<file path="src/rtl/ser8_pkg.sv">
package ser8_pkg;
  // One output beat: the serial lane and the frame level that travels with it.
  typedef struct packed {
    logic [1:0] lane;
    logic       frame;
  } ser8_beat_t;
endpackage

</file>
<file path="src/rtl/ser8_ctrl.sv">
// Falling-edge samplers for the sync release and the freeze request.
module ser8_ctrl (
  input  logic clk,
  input  logic sync_rst,
  input  logic freeze,
  output logic run_o,
  output logic hold_o
);
  logic run_q, hold_q;
  logic run_d, hold_d;

  always_comb begin
    run_d  = 1'b1;
    hold_d = freeze;
  end

  always_ff @(negedge clk or posedge sync_rst) begin
    if (sync_rst) begin
      run_q  <= 1'b0;
      hold_q <= 1'b0;
    end else begin
      run_q  <= run_d;
      hold_q <= hold_d;
    end
  end

  assign run_o  = run_q;
  assign hold_o = hold_q;

  // no hold request can survive while the block is not yet released
  a_r7_hold_needs_run: assert property (@(negedge clk) disable iff (sync_rst)
    hold_q |-> run_q);
endmodule

</file>
<file path="src/rtl/ser8_shifter.sv">
// Frame slot counter, word capture and shift, frame-bit generation.
module ser8_shifter
  import ser8_pkg::*;
#(
  parameter int WORD_W = 8
) (
  input  logic              clk,
  input  logic              sync_rst,
  input  logic              active,
  input  logic              mode_one,
  input  logic [WORD_W-1:0] din,
  output ser8_beat_t        beat_o,
  output logic              work_o
);
  localparam int FR_ONE = WORD_W;
  localparam int FR_TWO = WORD_W / 2;
  localparam int SW     = $clog2(WORD_W);

  logic              armed_q, armed_d;
  logic              loaded_q, loaded_d;
  logic [SW-1:0]     slot_q, slot_d;
  logic [SW-1:0]     pos_q, pos_d;
  logic [WORD_W-1:0] word_q, word_d;
  logic [SW-1:0]     fr_last, half;
  logic              work;

  always_comb begin
    fr_last  = mode_one ? SW'(FR_ONE - 1) : SW'(FR_TWO - 1);
    half     = mode_one ? SW'(FR_ONE / 2) : SW'(FR_TWO / 2);
    work     = active & (armed_q | ~mode_one);
    armed_d  = armed_q | active;
    loaded_d = loaded_q;
    pos_d    = pos_q;
    word_d   = word_q;
    slot_d   = slot_q;
    if (work) begin
      if (slot_q == '0) begin
        word_d   = din;
        loaded_d = 1'b1;
        pos_d    = '0;
      end else begin
        word_d = mode_one ? (word_q >> 1) : (word_q >> 2);
        pos_d  = pos_q + 1'b1;
      end
      slot_d = (slot_q == fr_last) ? '0 : slot_q + 1'b1;
    end
  end

  always_ff @(posedge clk or posedge sync_rst) begin
    if (sync_rst) begin
      armed_q <= 1'b0;
    end else if (active) begin
      armed_q <= armed_d;
    end
  end

  always_ff @(posedge clk or posedge sync_rst) begin
    if (sync_rst) begin
      loaded_q <= 1'b0;
      slot_q   <= '0;
      pos_q    <= '0;
      word_q   <= '0;
    end else if (work) begin
      loaded_q <= loaded_d;
      slot_q   <= slot_d;
      pos_q    <= pos_d;
      word_q   <= word_d;
    end
  end

  always_comb begin
    beat_o.lane  = mode_one ? {1'b0, word_q[0]} : word_q[1:0];
    beat_o.frame = loaded_q & (pos_q < half);
  end
  assign work_o = work;

  // a mid-frame shift only ever feeds zeros in at the top of the word
  a_r8_zero_fill: assert property (@(posedge clk) disable iff (sync_rst)
    work && slot_q != '0 |=> word_q[WORD_W-1] == 1'b0);
endmodule

</file>
<file path="src/rtl/ser8_delay.sv">
// Beat pipeline that sets the capture-to-output latency for each mode.
module ser8_delay
  import ser8_pkg::*;
#(
  parameter int LAT_ONE = 14,
  parameter int LAT_TWO = 7
) (
  input  logic       clk,
  input  logic       sync_rst,
  input  logic       en,
  input  logic       mode_one,
  input  ser8_beat_t beat_i,
  output ser8_beat_t beat_o
);
  localparam int DEPTH = (LAT_ONE > LAT_TWO) ? LAT_ONE : LAT_TWO;

  ser8_beat_t [DEPTH-1:0] stg_q;
  ser8_beat_t [DEPTH-1:0] stg_d;

  for (genvar i = 0; i < DEPTH; i++) begin : g_stage
    if (i == 0) begin : g_head
      assign stg_d[i] = beat_i;
    end else begin : g_body
      assign stg_d[i] = stg_q[i-1];
    end
  end

  always_ff @(posedge clk or posedge sync_rst) begin
    if (sync_rst) begin
      stg_q <= '0;
    end else if (en) begin
      stg_q <= stg_d;
    end
  end

  assign beat_o = mode_one ? stg_q[LAT_ONE-1] : stg_q[LAT_TWO-1];

  // a disabled pipeline keeps its output beat
  a_r7_pipe_hold: assert property (@(posedge clk) disable iff (sync_rst)
    !en |=> $stable(beat_o));
endmodule

</file>
<file path="src/rtl/ser8_serializer.sv">
module ser8_serializer
  import ser8_pkg::*;
#(
  parameter int WORD_W  = 8,
  parameter int LAT_TWO = 7,
  parameter int LAT_ONE = 14
) (
  input  logic              clk,
  input  logic              sync_rst,
  input  logic              freeze,
  input  logic              mode_one,
  input  logic [WORD_W-1:0] din,
  output logic [1:0]        ser_o,
  output logic              frame_o
);
  logic       run, hold, active, work;
  ser8_beat_t beat_sh, beat_out;

  ser8_ctrl u_ctrl (
    .clk      (clk),
    .sync_rst (sync_rst),
    .freeze   (freeze),
    .run_o    (run),
    .hold_o   (hold)
  );

  assign active = run & ~hold;

  ser8_shifter #(.WORD_W(WORD_W)) u_shift (
    .clk      (clk),
    .sync_rst (sync_rst),
    .active   (active),
    .mode_one (mode_one),
    .din      (din),
    .beat_o   (beat_sh),
    .work_o   (work)
  );

  ser8_delay #(.LAT_ONE(LAT_ONE), .LAT_TWO(LAT_TWO)) u_delay (
    .clk      (clk),
    .sync_rst (sync_rst),
    .en       (work),
    .mode_one (mode_one),
    .beat_i   (beat_sh),
    .beat_o   (beat_out)
  );

  assign ser_o   = beat_out.lane;
  assign frame_o = beat_out.frame;

  // outputs hold across any rising edge that does no work
  a_r7_frozen: assert property (@(posedge clk) disable iff (sync_rst)
    !work |=> $stable(ser_o) && $stable(frame_o));

  // before release takes effect the outputs stay quiet
  a_r9_quiet: assert property (@(posedge clk) disable iff (sync_rst)
    !run |-> ser_o == 2'b00 && !frame_o);

  // one-bit mode never drives the upper lane bit
  a_r2_upper_idle: assert property (@(posedge clk) disable iff (sync_rst)
    mode_one |-> ser_o[1] == 1'b0);
endmodule

</file>
<file path="config.mk">
export PLATFORM = sky130hd
export DESIGN_NAME = ser8_serializer
export DESIGN_NICKNAME = d
export VERILOG_FILES = /design/src/rtl/ser8_pkg.sv /design/src/rtl/ser8_ctrl.sv /design/src/rtl/ser8_shifter.sv /design/src/rtl/ser8_delay.sv /design/src/rtl/ser8_serializer.sv
export SDC_FILE = /design/constraint.sdc
export NUM_CORES = 1
export LEC_CHECK = 0
export BUFFER_PORTS_ARGS = -buffer_cell sky130_fd_sc_hd__buf_2
export CAP_MARGIN = 20
export CORE_ASPECT_RATIO = 2
export CORE_MARGIN = 10
export CORE_UTILIZATION = 35
export CTS_CLUSTER_SIZE = 28
export DETAILED_ROUTE_END_ITERATION = 16
export HOLD_SLACK_MARGIN = 0.03
export SKIP_CTS_REPAIR_TIMING = 1
export SYNTH_ARGS = -nofsm -noshare
export SYNTH_HDL_FRONTEND = slang
export SYNTH_SLANG_ARGS = --single-unit
</file>
<file path="constraint.sdc">
create_clock -name clk -period 1.75 [get_ports clk]
set_input_delay 0 -clock clk [delete_from_list [all_inputs] [get_ports clk]]
set_output_delay 0 -clock clk [all_outputs]
set_load 0.05 [all_outputs]
</file>
Word-level counts from Yosys, hierarchy flattened
Index checks and enable logic that the tools add are counted.

cells by class
  $add $sub $neg = 2
  order comparisons = 1
  eq/ne operators = 1
  mux-type cells = 8
  bitwise operators = 7
  reductions and logical operators = 2

operators by type and width
  kind                                                            number
  3-bit two-way mux                                               5
  8-bit two-way mux                                               1
  7-bit two-way mux                                               1
  3-bit by 1-bit adder with 3-bit output (second input constant)  2
  1-bit bitwise AND                                               3
  3-bit == test                                                   1
  3-bit logical NOT                                               1
  3-bit < comparator                                              1
  2-bit two-way mux                                               1
  1-bit NOT                                                       2
  1-bit OR                                                        2
  2-bit AND reduction                                             1

word-level totals
  bits in registers = 60
  input bits = 12
  output and inout port bits = 3
  logic and storage cells = 56

Longest topological paths before layout
Gate-level depths: netlist of the first run.

  depth after elaboration = 4
  depth in mapped cells = 7
  depth with buffers taken out = 5

Hierarchy
A second synthesis of the first run with hierarchy kept.

second synthesis, totals
  cell total of the unflattened synthesis = 185
  area, all modules = 2776.4 µm²

by module, submodules not included
  module           times used  cells an instance  area each (µm²)
  ser8_delay       1           93                 1803.0
  ser8_shifter     1           87                 902.1
  ser8_ctrl        1           4                  57.6
  ser8_serializer  1           1                  13.8

==> reports/qor.yml, run 1 <==
met3_wirelength_um: 212
violations: "negative setup slack"
final_common_cell: "dfrtp_1"
p_sw_share_pct: 28.1
placed_cell_area_um2: 2930
grt.total_usage_pct: 9.76
synth_nets: 209
combinationalPowerShare_pct: 25.6
ys_seq_area_share_pct: 56.0
ctsHtreeMaxLevel: 3
grt_pass1_wl_mm: 8.62
gp_congestion: 0.754
setup_slack_ns: -0.468
synth.top_cell.area_share_pct: 54.1
design_power_total_mw: 5.61
clkSinkCount: 60
skew_ns: 0.0129
tritoncts: "done"
insertion_delay_ns: 0.34
setup_viol: 58
dr.pass1.iters: 4
internal-power_mw: 4.04
cap_viol_max_count: 0
ys_ff_latch: 60
ys_types: 34
antenna_found_initial: 0
status: "complete, but fails checks"
slew_violations: 0
clockBufferDepth: 2
p_seq_share_pct: 41.0
fp.dieH_um: 144
p_leak_nw: 1.68
worst_slew_pin_slew_ns: 0.693
met2_length_mm: 2.71
clockPowerShare_pct: 33.4
cts_made_buffers: 9
wl_met1_mm: 2.22
p_per_area_nw_per_um2: 1620
clkTransAtPathRegs_ns: 0.05
die-area_um2: 11800
hold_path_end: "u_shift.word_q[5]"
nets: 247
cts-root-buf: "clkbuf_16"
timing.rr.start: "u_ctrl.run_o"
arrival_ns: 2.43
place_hpwl_mm: 3.47
area_growth_syn_to_layout_pct: 29.1
grt_pass1_vias: 1747
routed_via_density: 4.99
rows: 45
worstPathRequired_ns: 1.97
synth_area_per_cell_um2: 13.9
top_layer: "met4"
start_util_pct: 35.6
wirelength_mm: 5.31
die_w_um: 81.9
path_max_fanout: 8
n_antenna_cell: 0
finalHoldViolCount: 0
hold_depth: 3
post-route-drc-count: 0
hold_ws_ns: 0.0260
start_kind: "register"
port_buffers: 14
slew_headroom_pct: 53.8
ys_warn_count: 0
r2r_end: "u_delay.stg_d[22]"
layout-drive-gt1-share_pct: 38.1
drt_iter0_markers: 101
grt_max_degree: 55
path_class: "register to register"
synth_area_um2: 2680
final_cell_mix: "58 x dfrtp_1, 31 x mux2_4, 14 x buf_2"
setup.worst_path.end_class: "register"
final_area_um2: 3460
rsz0062_at_grt: "true"
reg2regPathDepth: 4
overflow: 0
ios: 15
antenna_left: 0
hold_path_class: "input port to register"
synth_area_leader_cell: "dfrtp_1"
synth_area_leaders: "dfrtp_1 54%, mux2_4 16%, mux2_1 5.9%, nor2b_1 2.1%, o31ai_1 2.0%"
rrSetupSlack_ns: -0.47
irDropWorstVdd_uv: 670
wl_per_cell_um: 16.1
vias: 1647
coreArea_um2: 7540
p_switching_mw: 1.58
worstHoldStart: "din[5]"
syn_inst: 193
final cells by class:
cell class	instances	area, um2
flip-flops and latches	60	1500
clock inverters	5	75.1
repair buffers	39	358
clock buffers	11	243
multi-input cells	116	1140
well taps	94	118
inverters	5	22.5
fillers	707	4080
flip-flops by register name, summed over array words and instances, names as in the netlist:
signal / cells
u_delay.stg_q: 3
u_ctrl.hold_o: 1
u_shift.slot_q: 3
u_shift.pos_q: 3
u_shift.armed_q: 1
u_shift.word_q: 8
u_shift.loaded_q: 1
u_delay.stg_d: 39
u_ctrl.run_o: 1
synthesized netlist by cell type (all sizes together):
master	count
buf	9
nand2b	4
a32o	2
xor2	1
ha	4
nor2b	9
clkbuf	3
a21oi	1
conb	1
nand3	2
nand3b	1
and2b	1
a211oi	6
nand2	4
dfrtn	2
dfrtp	58
nand4	1
o21ai	16
o31ai	7
o211ai	1
mux2	43
a21o	2
inv	5
a31oi	1
o2111ai	1
nor2	7
nor4	1
critical path, cell delays in order, from the launching register on:
cell and delay (ns):
dfrtn_1 0.40, nor2b_4 0.21, nand2_8 0.12, clkbuf_16 0.19, mux2_4 0.29
how the worst max path moves through the flow:
stage	from	endpoint	slack, ns	cells after the start
2_1_floorplan	u_ctrl.run_o	u_delay.stg_d[10]	-0.41	5
3_3_place_gp	u_ctrl.run_o	u_delay.stg_d[8]	-0.48	4
3_5_place_dp	u_ctrl.run_o	u_delay.stg_d[14]	-0.51	4
6_report	u_ctrl.run_o	u_delay.stg_d[22]	-0.47	4
5_1_grt	u_ctrl.run_o	u_delay.stg_d[13]	-0.52	4
4_1_cts	u_ctrl.run_o	u_delay.stg_d[11]	-0.53	4
per-layer routing:
metal | vias to the layer above | global-route usage (%)
met5 | - | 0
met4 | 0 | 6.40
met3 | 11 | 3.57
met2 | 30 | 15.2
met1 | 849 | 10.7
li1 | 757 | -
metrics by stage:
step,instances,utilization [%],setup TNS [ns],worst slack (ns)
3_5_place_dp,305,38.8,-24.99,-0.511
5_1_grt,330,45.9,-26.70,-0.515
4_1_cts,321,43.1,-25.99,-0.531
6_report,330,45.9,-23.33,-0.468
3_3_place_gp,305,38.8,-23.94,-0.481
2_1_floorplan,193,-,-19.30,-0.408
logic make-up (layout without fill, tap and decap cells):
logic type | count (synthesis) | after routing | share of synthesized area [%]
XOR/XNOR | 1 | 1 | 0.327
flip-flops | 60 | 60 | 56.0
buffers and inverters | 17 | 60 | 4.01
adder cells (fa/ha/maj) | 4 | 4 | 1.87
multiplexers | 43 | 43 | 22.1
AND/OR/NAND/NOR | 30 | 30 | 6.62
other | 1 | 1 | 0.140
AO/OA/AOI/OAI | 37 | 37 | 8.95
power groups by stage:
| stage | sequential [mW] | clock [mW] | combinational [mW] |
|---|---|---|---|
| after global routing | 2.37 | 1.96 | 1.59 |
| after CTS | 2.29 | 1.92 | 1.33 |
| after detailed placement | 2.30 | 0 | 1.32 |
| after global placement | 2.29 | 0 | 1.28 |
| final | 2.30 | 1.88 | 1.44 |
| after floorplan | 2.18 | 0 | 1.10 |
Power figures use the tool's default switching activity.
==> run 2, diff against run 1 <==
- PLACE_DENSITY: default -> 0.6
- clock period: 1.75 -> 2.13 ns (I/O delays scaled with it)
==> reports/qor.yml, run 2 (synthesized netlist as in run 1, its figures left out) <==
vias: 1610
post-route-drc-count: 0
start_util_pct: 35.6
internal-power_mw: 3.16
n_antenna_cell: 0
path_max_fanout: 20
grt_pass1_vias: 1737
multi_input_area_um2: 1100
p_switching_mw: 1.24
clkTransAtPathRegs_ns: 0.05
slew_violations: 0
grt_max_degree: 46
rrSetupSlack_ns: -0.22
ios: 15
dr.pass1.iters: 4
fp.dieH_um: 144
setup_slack_ns: -0.222
skew_ns: 0.0109
clockBufferDepth: 2
place_hpwl_mm: 3.46
critical-path-slowest-cell: "dfrtn_1"
hold_depth: 3
final_common_cell: "dfrtp_1"
insertion_delay_ns: 0.33
cts_made_buffers: 9
p_per_area_nw_per_um2: 1330
cts-root-buf: "clkbuf_16"
gp_congestion: 0.743
grt.total_usage_pct: 9.96
area_growth_syn_to_layout_pct: 23.7
slew_headroom_pct: 63.1
wirelength_mm: 5.18
rsz0062_at_grt: "true"
antenna_found_initial: 0
routed_via_density: 4.95
final-seq-area_um2: 1500
overflow: 0
irDropWorstVdd_uv: 858
cp_num_buf_inv: 1
p_leak_nw: 1.61
die-area_um2: 11800
worstPathRequired_ns: 2.34
combinationalPowerShare_pct: 25.2
p_sw_share_pct: 28.2
path_cells: "nor2b_4, nand2_4, buf_12, mux2_4"
setup_viol: 57
crit_family: "flip-flops"
reg2regPathDepth: 4
worst_slew_pin_slew_ns: 0.553
hold_path_class: "input port to register"
start_kind: "register"
cap_viol_max_count: 0
setup_tns_ns: -9.65
drt_iter0_markers: 105
nets: 243
port_buffers: 14
coreArea_um2: 7540
clkSinkCount: 60
ctsHtreeMaxLevel: 3
critPathMaxStageDelay_ns: 0.40
grt_pass1_wl_mm: 8.67
violations: "negative setup slack"
status: "complete, but fails checks"
clockPowerShare_pct: 32.0
fin_util_pct: 44.0
layout-drive-gt1-share_pct: 33.8
arrival_ns: 2.56
finalHoldViolCount: 0
final_cell_mix: "58 x dfrtp_1, 31 x mux2_4, 14 x buf_2"
wl_per_cell_um: 15.9
die_w_um: 81.9
rows: 45
fill_cells: 714
largest_reg_flops: 39
cp.depth: 4
tritoncts: "done"
antenna_left: 0
setup.worst_path.end_class: "register"
p_seq_share_pct: 42.8
path_class: "register to register"
## run 2: cell types whose count changed in the layout (fill, tap and decap cells not counted), sizes merged
cell	previous run	this run
dlygate4sd3	7	8
buf	30	27
clkinv	3	1
bufinv	2	1
## run 2: stage by stage
| step | total power [mW] | setup WS (ns) | cell area (um2) | instances | hold WS, ns |
|---|---|---|---|---|---|
| floorplan | 2.69 | -0.218 | 2690 | 193 | 0.106 |
| global placement | 2.94 | -0.303 | 2920 | 302 | 0.0204 |
| detailed placement | 2.97 | -0.316 | 2920 | 302 | 0.0199 |
| CTS | 4.42 | -0.338 | 3210 | 317 | -0.335 |
| global route | 4.66 | -0.279 | 3320 | 325 | 0.0343 |
| finish | 4.40 | -0.222 | 3320 | 325 | 0.0239 |
## run 2: cell type report
class                      count  share of cell area [%]
multi-input combinational    116                    33.2
tap                           94                    3.54
clock buffer                  13                    7.54
timing repair buffer          35                    8.71
clock inverter                 2                    1.06
sequential                    60                    45.2
inverter                       5                   0.679
## run 2: worst register-to-register path, delay by kind of cell (launching register included)
family	cells	cell delay, ns
simple gates	2	0.26
mux	1	0.32
flops	1	0.40
buf+inv	1	0.17
## run 2: power groups by stage
stage | Combinational [mW] | Sequential, mW | Clock (mW)
finish | 1.11 | 1.88 | 1.41
floorplan | 0.901 | 1.79 | 0
global placement | 1.05 | 1.88 | 0
global route | 1.23 | 1.95 | 1.48
CTS | 1.09 | 1.89 | 1.44
detailed placement | 1.08 | 1.89 | 0
## run 2: worst paths after layout
path,from,endpoint
setup / recovery,u_ctrl.run_o,u_delay.stg_d[25]
min in group asynchronous,sync_rst,u_shift.pos_q[2]
max in group asynchronous,sync_rst,u_ctrl.hold_o
setup reg to reg,u_ctrl.run_o,u_delay.stg_d[25]
hold reg to reg,u_shift.loaded_q,u_shift.loaded_q
hold / removal,din[5],u_shift.word_q[5]
## run 2: routing by layer
metal / wire, um / global-route usage (%) / part of all wire (%) / vias up
met5: 0 / 0 / 0 / -
met4: 152 / 6.67 / 2.9 / 0
met3: 143 / 3.32 / 2.8 / 8
met2: 2720 / 15.9 / 52 / 21
met1: 2170 / 10.7 / 42 / 834
li1: - / - / - / 747
==> run 3, diff against run 2 <==
- CELL_PAD_IN_SITES_DETAIL_PLACEMENT: default -> 0
- CELL_PAD_IN_SITES_GLOBAL_PLACEMENT: default -> 1
- PLACE_DENSITY: 0.6 -> 0.67
==> reports/qor.yml, run 3 (synthesized netlist as in run 1, its figures left out) <==
arrival_ns: 2.60
p_sw_share_pct: 28.2
hold_ws_ns: -0.0256
antenna_left: 0
p_per_area_nw_per_um2: 1310
fp.dieH_um: 144
path_cells: "nand2b_1, nor2_4, buf_12, buf_4, a32o_1"
insertion_delay_ns: 0.33
die_w_um: 81.9
cap_viol_max_count: 0
setup.worst_path.end_class: "register"
worst_slew_pin_slew_ns: 0.686
grt_pass1_vias: 1691
antenna_found_initial: 0
placed_cell_area_um2: 2910
n_antenna_cell: 0
path_class: "register to register"
setup_slack_ns: -0.260
path_max_fanout: 7
clockBufferDepth: 2
skew_ns: 0.0136
clkTransAtPathRegs_ns: 0.05
internal-power_mw: 3.05
gp_congestion: 0.713
rrSetupSlack_ns: -0.26
cts_made_buffers: 9
finalHoldViolCount: 1
worstSetupEndpoint: "u_shift.pos_q[2]"
r2r_end: "u_shift.pos_q[2]"
largest_reg_flops: 39
port_buffers: 14
start_kind: "register"
cts-root-buf: "clkbuf_16"
final_common_cell: "dfrtp_1"
ctsHtreeMaxLevel: 3
design_power_total_mw: 4.25
wl_per_cell_um: 15.7
drt_iter0_markers: 78
hold_path_class: "input port to register"
final_area_um2: 3250
critical-path-slowest-cell: "dfrtn_1"
rsz0062_at_grt: "true"
violations: "negative hold slack, negative setup slack"
grt_max_degree: 55
worstPathRequired_ns: 2.34
status: "complete, but fails checks"
clockPowerShare_pct: 30.4
startpoint: "u_ctrl.hold_o"
routed_via_density: 4.90
die-area_um2: 11800
start_util_pct: 35.6
worstHoldStart: "din[5]"
layout-drive-gt1-share_pct: 32.0
slew_violations: 0
stdcell_count: 322
critPathMaxStageDelay_ns: 0.43
clkSinkCount: 60
reg2regPathDepth: 5
nets: 240
p_leak_nw: 1.58
dp.cells: 300
grt_pass1_wl_mm: 8.36
fill_cells: 734
p_seq_share_pct: 44.3
timing.rr.start: "u_ctrl.hold_o"
setup_tns_ns: -11.35
ios: 15
cp_num_buf_inv: 2
coreArea_um2: 7540
tritoncts: "done"
setup_viol: 57
grt.total_usage_pct: 9.44
p_switching_mw: 1.20
slew_headroom_pct: 54.3
final_cell_mix: "58 x dfrtp_1, 29 x mux2_4, 14 x mux2_1, 14 x buf_2"
place_hpwl_mm: 3.42
dr.pass1.iters: 4
combinationalPowerShare_pct: 25.3
rows: 45
vias: 1577
overflow: 0
irDropWorstVdd_uv: 619
wirelength_mm: 5.06
dp_slack_ns: -0.305
area_growth_syn_to_layout_pct: 21.3
post-route-drc-count: 0
cp.depth: 5
crit_family: "flip-flops"
[run 3: per-layer routing]
layer  vias to the layer above  track usage, %  wire [um]
met5                         -               0          0
met4                         0            5.41        116
met3                         7            2.75        133
met2                        15            14.8       2630
met1                       810            11.0       2180
li1                        745               -          -
[run 3: stage by stage]
step	utilization [%]	hold slack (ns)
global route	43.1	0.0484
global placement	38.5	-0.0720
floorplan	-	0.106
finish	43.1	-0.0256
detailed placement	38.5	-0.0717
CTS	42.1	-0.421
[run 3: power groups by stage]
stage               registers, mW  clock network [mW]  logic (mW)
detailed placement           1.90                   0        1.08
floorplan                    1.79                   0       0.901
global placement             1.89                   0        1.05
CTS                          1.89                1.33        1.08
finish                       1.88                1.29        1.07
global route                 1.94                1.37        1.19
[run 3: area by class of cell]
class / instances / area, um2 / share of cell area, %
clock buffers: 13 / 260 / 8.00
inverters: 5 / 22.5 / 0.692
multi-input cells: 116 / 1080 / 33.2
flip-flops and latches: 60 / 1500 / 46.2
clock inverters: 2 / 10.0 / 0.308
well taps: 94 / 118 / 3.62
repair buffers: 32 / 260 / 8.00
[run 3: worst min-delay path, delay by kind of cell]
family	cells	cell delay [ns]
buf+inv	1	0.09
simple gates	1	0.09
compound gates	1	0.07
[run 3: worst min path at each step]
stage,to,cells past startpoint
3_3_place_gp,u_shift.slot_q[2],2
2_1_floorplan,u_delay.stg_d[10],1
6_report,u_shift.word_q[5],3
4_1_cts,u_shift.slot_q[1],2
3_5_place_dp,u_shift.slot_q[2],2
5_1_grt,u_shift.word_q[5],3
